File: config.mk
export PLATFORM = sky130hd
export DESIGN_NAME = sync_divn
export DESIGN_NICKNAME = d
export VERILOG_FILES = /design/src/rtl/divn_pkg.sv /design/src/rtl/divn_limit.sv /design/src/rtl/divn_counter.sv /design/src/rtl/divn_duty.sv /design/src/rtl/sync_divn.sv
export SDC_FILE = /design/constraint.sdc
export NUM_CORES = 1
export LEC_CHECK = 0
export BUFFER_PORTS_ARGS = -buffer_cell sky130_fd_sc_hd__buf_2
export CORE_UTILIZATION = 55
export CTS_CLUSTER_SIZE = 14
export DETAILED_ROUTE_END_ITERATION = 8
export MAX_ROUTING_LAYER = met4
export PLACE_DENSITY = 0.74
export SYNTH_ARGS = -nofsm -noshare
export SYNTH_HDL_FRONTEND = slang
export SYNTH_HIERARCHICAL = 1
export SYNTH_SLANG_ARGS = --single-unit
File: constraint.sdc
create_clock -name clk -period 2.8 [get_ports clk]
set_input_delay 0.14 -clock clk [delete_from_list [all_inputs] [get_ports clk]]
set_output_delay 0.14 -clock clk [all_outputs]
set_load 0.05 [all_outputs]
File: src/rtl/divn_pkg.sv
package divn_pkg;

    typedef enum logic {
        DIR_DOWN = 1'b0,
        DIR_UP   = 1'b1
    } dir_e;

    // Early decode needs at least two states per period
    localparam int unsigned MIN_RATIO = 2;

endpackage

File: src/rtl/divn_limit.sv
module divn_limit
    import divn_pkg::*;
#(
    parameter int unsigned W = 8
) (
    input  logic [W-1:0] ratio_i,
    output logic [W-1:0] ratio_o,
    output logic         illegal_o
);

    localparam logic [W-1:0] FLOOR_VAL = W'(MIN_RATIO);

    always_comb begin
        illegal_o = (ratio_i < FLOOR_VAL);
        ratio_o   = illegal_o ? FLOOR_VAL : ratio_i;
    end

endmodule

File: src/rtl/divn_counter.sv
module divn_counter
    import divn_pkg::*;
#(
    parameter int unsigned W = 8
) (
    input  logic         clk,
    input  logic         rst,
    input  logic [W-1:0] ratio_i,
    input  dir_e         dir_i,
    output logic [W-1:0] cnt_o,
    output logic [W-1:0] ratio_o,
    output dir_e         dir_o,
    output logic         term_o
);

    localparam logic [W-1:0] ONE = W'(1);
    localparam logic [W-1:0] TWO = W'(2);

    typedef struct packed {
        logic [W-1:0] cnt;
        logic [W-1:0] ratio;
        dir_e         dir;
        logic         term;
    } st_t;

    st_t st_d, st_q;

    always_comb begin
        st_d = st_q;
        if (rst || st_q.term) begin
            // synchronous preset: capture new ratio and direction
            st_d.ratio = ratio_i;
            st_d.dir   = dir_i;
            st_d.cnt   = (dir_i == DIR_UP) ? '0 : (ratio_i - ONE);
        end else if (st_q.dir == DIR_UP) begin
            st_d.cnt = st_q.cnt + ONE;
        end else begin
            st_d.cnt = st_q.cnt - ONE;
        end
        // decode one state ahead of the terminal state
        if (rst) begin
            st_d.term = 1'b0;
        end else if (st_q.dir == DIR_UP) begin
            st_d.term = (st_q.cnt == (st_q.ratio - TWO));
        end else begin
            st_d.term = (st_q.cnt == ONE);
        end
    end

    always_ff @(posedge clk) begin
        st_q <= st_d;
    end

    assign cnt_o   = st_q.cnt;
    assign ratio_o = st_q.ratio;
    assign dir_o   = st_q.dir;
    assign term_o  = st_q.term;

    AST_RATIO_FLOOR: assert property (@(posedge clk) disable iff (rst)
        st_q.ratio >= TWO);
    AST_CNT_IN_RANGE: assert property (@(posedge clk) disable iff (rst)
        st_q.cnt < st_q.ratio);
    AST_TICK_ISOLATED: assert property (@(posedge clk) disable iff (rst)
        st_q.term |=> !st_q.term);
    AST_RELOAD_PRESET: assert property (@(posedge clk) disable iff (rst)
        st_q.term |=> ((st_q.dir == DIR_UP) ? (st_q.cnt == '0)
                                             : (st_q.cnt == st_q.ratio - ONE)));
    AST_RATIO_HELD: assert property (@(posedge clk) disable iff (rst)
        !st_q.term |=> ($stable(st_q.ratio) && $stable(st_q.dir)));

endmodule

File: src/rtl/divn_duty.sv
module divn_duty
    import divn_pkg::*;
#(
    parameter int unsigned W = 8
) (
    input  logic         clk,
    input  logic         rst,
    input  logic [W-1:0] cnt_i,
    input  logic [W-1:0] ratio_i,
    input  dir_e         dir_i,
    input  logic         term_i,
    output logic         div_clk_o
);

    localparam logic [W-1:0] ONE = W'(1);

    typedef struct packed {
        logic lvl;
    } st_t;

    st_t  st_d, st_q;
    logic half_hit;

    always_comb begin
        // next cycle is phase floor(N/2)
        if (dir_i == DIR_UP) begin
            half_hit = ((cnt_i + ONE) == (ratio_i >> 1));
        end else begin
            half_hit = (cnt_i == (ratio_i - (ratio_i >> 1)));
        end
        st_d = st_q;
        if (rst || term_i) begin
            st_d.lvl = 1'b0;
        end else if (half_hit) begin
            st_d.lvl = 1'b1;
        end
    end

    always_ff @(posedge clk) begin
        st_q <= st_d;
    end

    assign div_clk_o = st_q.lvl;

    AST_DUTY_DROP: assert property (@(posedge clk) disable iff (rst)
        term_i |=> !st_q.lvl);
    AST_DUTY_HOLD_HIGH: assert property (@(posedge clk) disable iff (rst)
        (st_q.lvl && !term_i) |=> st_q.lvl);

endmodule

File: src/rtl/sync_divn.sv
module sync_divn
    import divn_pkg::*;
#(
    parameter int unsigned W = 8
) (
    input  logic         clk,
    input  logic         rst,
    input  logic [W-1:0] div_n,
    input  logic         up_mode,
    output logic         tick,
    output logic         div_clk,
    output logic         n_illegal
);

    logic [W-1:0] ratio_safe;
    logic [W-1:0] cnt_q;
    logic [W-1:0] ratio_q;
    dir_e         dir_q;
    logic         term_q;

    divn_limit #(.W(W)) u_limit (
        .ratio_i   (div_n),
        .ratio_o   (ratio_safe),
        .illegal_o (n_illegal)
    );

    divn_counter #(.W(W)) u_counter (
        .clk     (clk),
        .rst     (rst),
        .ratio_i (ratio_safe),
        .dir_i   (dir_e'(up_mode)),
        .cnt_o   (cnt_q),
        .ratio_o (ratio_q),
        .dir_o   (dir_q),
        .term_o  (term_q)
    );

    divn_duty #(.W(W)) u_duty (
        .clk       (clk),
        .rst       (rst),
        .cnt_i     (cnt_q),
        .ratio_i   (ratio_q),
        .dir_i     (dir_q),
        .term_i    (term_q),
        .div_clk_o (div_clk)
    );

    assign tick = term_q;

    AST_RESET_QUIET: assert property (@(posedge clk)
        rst |=> (!tick && !div_clk));

endmodule

# Word level (Yosys, flattened, before mapping)
# Cells that the tools add are included.
# word_totals
reg_bits	19
wordCells	22
# op_classes
n_addsub	5
order_cmp	1
n_eq_ne	4
mux	6
n_reduce_logical	1
# ops
op	n
$mux 8	4
$eq 8x8->1	2
$sub 8x1->8 const B	2
$add 8x1->8 const B	1
$eq 8x1->1 const B	1
$eq 8x7->1	1
$lt 8x2->1 const B	1
$sub 8x2->8 const B	1
$sub 8x7->8	1
$mux 1	2
$logic_or 1x1->1	1

# Longest topological paths before layout
# logic_depth
word_depth	5
depth_mapped	9
depth_no_buf	9

# By module
# Netlist, hierarchy kept.
# by_module_without_submodules
mod	instances	cells_per_inst	area_per_inst_um2
divn_counter	1	122	1209.9
divn_duty	1	86	651.9
divn_limit	1	11	70.1

# Least setup slack after synthesis
# Ideal clock, no wire load.
# synth_path
kind	input to output
start	input div_n[4]
end	output n_illegal
arrival_ns	2.132
required_ns	2.660
setup_slack_ns	0.528
cell_stages	2
path_cell_list	or4_4 -> nor4_1
# synth_via
elab_chain_cells	1
# synth_rtl
item	line	rtl
start: declaration	sync_divn.sv:8	input logic [W-1:0] div_n,
$lt 8x2->1	divn_limit.sv:14	illegal_o = (ratio_i < FLOOR_VAL);
end: declaration	sync_divn.sv:12	output logic n_illegal
# Every way passes these cells.

# Worst setup path after layout
# layout_path
start	register u_counter.st_q, in the netlist u_counter/ratio_o[3]
end	register u_duty.st_q (netlist: u_duty/div_clk_o)
# layout_via
elab_chain_cells	3
elab_cells_between_ends	4
# layout_rtl
item	line	rtl
start: declaration	divn_counter.sv:26	st_t st_d, st_q;
start signal: assignment	divn_counter.sv:51	st_q <= st_d;
$sub 8x7->8	divn_duty.sv:29	half_hit = (cnt_i == (ratio_i - (ratio_i >> 1)));
$eq 8x8->1	divn_duty.sv:29	
$mux 1 (*)	divn_duty.sv:26	if (dir_i == DIR_UP) begin
end signal: assignment	divn_duty.sv:40	st_q <= st_d;
end: declaration	divn_duty.sv:21	st_t st_d, st_q;
# Every way passes the cells marked *; elsewhere a longest branch is shown, timed or not.
# A chain may end at the register's enable or synchronous reset.

==> summary.txt <==
Slew headroom = 0.601
Crit path max-delay family = compound AO/OA/AOI/OAI gates
Vias per cell = 5.76
Met2 Resource Use GR = 0.388
Post-synth top area cell = edfxtp_1
Total number of yosys warnings = 6
Final worst path period share = 0.821
Reg-to-reg critical path startpoint = u_counter/ratio_o[3]
Total GRT Usage = 0.233
Vias in the first global route = 1367
CP Class = reg2reg
Worst-Margin Slew = 0.598 ns
HP Class = in2reg
Post-DRT Antenna Nets = 0
Nets@finish = 252
Hold buffer count at CTS = 0
Largest net degree at the start of global routing = 19
Max cap viols = 0
Initial antenna violation count = 0
Critical hold path startpoint = rst
Logic pwr share = 0.418
Clock transition at path regs = 0.11 ns
Critical path data required time = 3.02 ns
CTS tree = built
Internal cell power = 589 µW
DP HPWL = 2.97 mm
Hold depth = 2
DRT Pass-1 Iters = 4
Post-synthesis sequential area ratio = 0.244
RSZ-0062 raised after global routing = no
Crit path largest cell delay = 0.62 ns
Post-CTS setup buffers = 0
Sw Ratio = 0.403
Synthesized area = 1930 µm²
Pleak = 0.000780 µW
Syn_nets = 244
Worst VDD drop = 416 µV
Crit-path slowest cell = edfxtp_1
Post-synth top area share = 0.140
Worst reg2reg endpoint = u_duty/div_clk_o
First-pass GRT wire length = 6.27 mm
Commonest cells in the netlist = 25 x xnor2_1, 17 x inv_1, 17 x xor2_1
Total gr overflow = 0
Cells after Synth = 219
Met3 Use GR = 0.0189
Final wirelength = 4.02 mm
Crit end category = flip-flop
Die area = 3750 µm²
Fin crit period = 2.30 ns
Num rows = 21
Hold Vio Cnt, Final = 0
Most Crowded Layer GR = met2
Crit path launch type = flip-flop
Die width = 61.3 µm
Final Max Slew Viols = 0
Crit path DAT = 2.52 ns
Sequential power share = 0.444
# IOs = 14
Overall Power = 987 µW
Initial DRC Count = 70
Ranking of synthesized cells by area = edfxtp_1 14%, xnor2_1 11%, dfxtp_1 10%
Ant. Diodes = 0
Hold Path Sink = u_duty/div_clk_o
Top_reg_cell synth = dfxtp_1
Critical path fanouts, max = 10
Cell variety after synth = 57
Core box area = 3360 µm²
Net switching power = 398 µW
Top-count cell post-synth = xnor2_1
PortBufs = 13
Mean Syn Cell Area = 8.82 µm²
Pwr/cell area = 487 nW/µm²
FF+latch count, synth = 19
Outcome = complete, no violations
H-Tree Depth = 1
Clk_lat worst skew = 0.29 ns
Setup Viol. Count Final = 0
Final design utilization = 0.603
Clk buf depth = 2
Sink Count = 19
EDFF count, synth = 9
Share of layout cells above drive strength 1 = 0.128
Vias = 1568
Setup TNS after final layout = 0 ns
DR WL/cell = 14.8 µm
M1 GR Usage = 0.310
Clock share of power = 0.138
Die height = 61.3 µm
Initial core utilization = 0.574
R2R Setup Slk = 0.50 ns
Ys async rst share = 0
Layout area overhead = 4.92%
Achievable Freq = 435 MHz
Cts repair resizes = 0
Clk_skew = 0.00408 ns
CP cell instances = inv_1 -> ha_1 -> xor2_1 -> a211oi_1 -> o211ai_1 -> nor3_2 -> o2111ai_1 -> a211oi_2
DRC viols = 0
Root buffer cell = clkbuf_4
Routability cong. = 0.854
CTS buffer count = 3
Worst Reg-to-Reg Cells = 8
CP Buf/Inv Count = 1
==> layer usage <==
metal	wire [µm]	part of all wire
met1	1910	0.48
met5	0	0
met4	23	0.0057
met2	2000	0.50
met3	90	0.022
==> cell families (layout without fill, tap and decap cells) <==
family / count (synthesis) / count (layout) / share of synthesized area
flip-flops: 19 / 19 / 0.244
AND/OR/NAND/NOR: 62 / 62 / 0.193
adder cells (fa/ha/maj): 14 / 14 / 0.0946
XOR/XNOR: 43 / 43 / 0.202
AO/OA/AOI/OAI: 51 / 51 / 0.196
buffers and inverters: 30 / 37 / 0.0712
==> worst max path at each step <==
stage | from | slack, ns | to | cells past startpoint
finish | u_counter/ratio_o[3] | 0.50 | u_duty/div_clk_o | 8
global route | u_counter/ratio_o[3] | 0.32 | u_duty/div_clk_o | 8
CTS | u_counter/ratio_o[3] | 0.52 | u_duty/div_clk_o | 8
detailed placement | u_counter/ratio_o[3] | 0.53 | u_duty/div_clk_o | 8
global placement | u_counter/ratio_o[3] | 0.54 | u_duty/div_clk_o | 8
floorplan | div_n[4] | 0.53 | n_illegal | 2
==> power groups by stage <==
stage,clock [µW],sequential [µW],combinational (µW)
global route,153,450,457
detailed placement,0,443,405
global placement,0,443,401
finish,136,438,412
CTS,139,438,409
floorplan,0,386,398
==> placed cells by master, fill, tap and decap left out, drive strengths merged, types with 4 or more instances in the layout <==
| cell | netlist | routed |
|---|---|---|
| ha | 13 | 13 |
| o22ai | 9 | 9 |
| o21a | 5 | 5 |
| nor4 | 5 | 5 |
| nor3 | 9 | 9 |
| dfxtp | 10 | 10 |
| xor2 | 17 | 17 |
| edfxtp | 9 | 9 |
| a21oi | 8 | 8 |
| inv | 18 | 18 |
| nand4 | 4 | 4 |
| buf | 4 | 15 |
| nor2 | 9 | 9 |
| nand2 | 10 | 10 |
| o21ai | 5 | 5 |
| xnor2 | 25 | 25 |
==> final cells by class <==
class	count	area, µm²
Clock inverter	1	5.00
Sequential cell	19	470
Tap cell	46	57.6
Inverter	18	67.6
Timing Repair Buffer	15	80.1
Multi-Input combinational cell	170	1320
Clock buffer	3	22.5
Fill cell	317	1340
==> sequential cells by signal, summed over array words and instances (netlist names) <==
register	count
u_counter/dir_o	1
u_counter/term_o	1
u_counter/ratio_o	8
u_duty/div_clk_o	1
u_counter/cnt_o	8
==> stage by stage <==
| step | worst slack, ns | instance area, µm² | hold WS (ns) | instances |
|---|---|---|---|---|
| 2_1_floorplan | 0.528 | 1930 | 0.205 | 219 |
| 3_3_place_gp | 0.539 | 2000 | 0.349 | 268 |
| 3_5_place_dp | 0.535 | 2000 | 0.359 | 268 |
| 4_1_cts | 0.515 | 2030 | 0.0441 | 272 |
| 5_1_grt | 0.316 | 2030 | 0.0321 | 272 |
| 6_report | 0.502 | 2030 | 0.0530 | 272 |
Note: power is estimated with default switching activity, not from simulation.
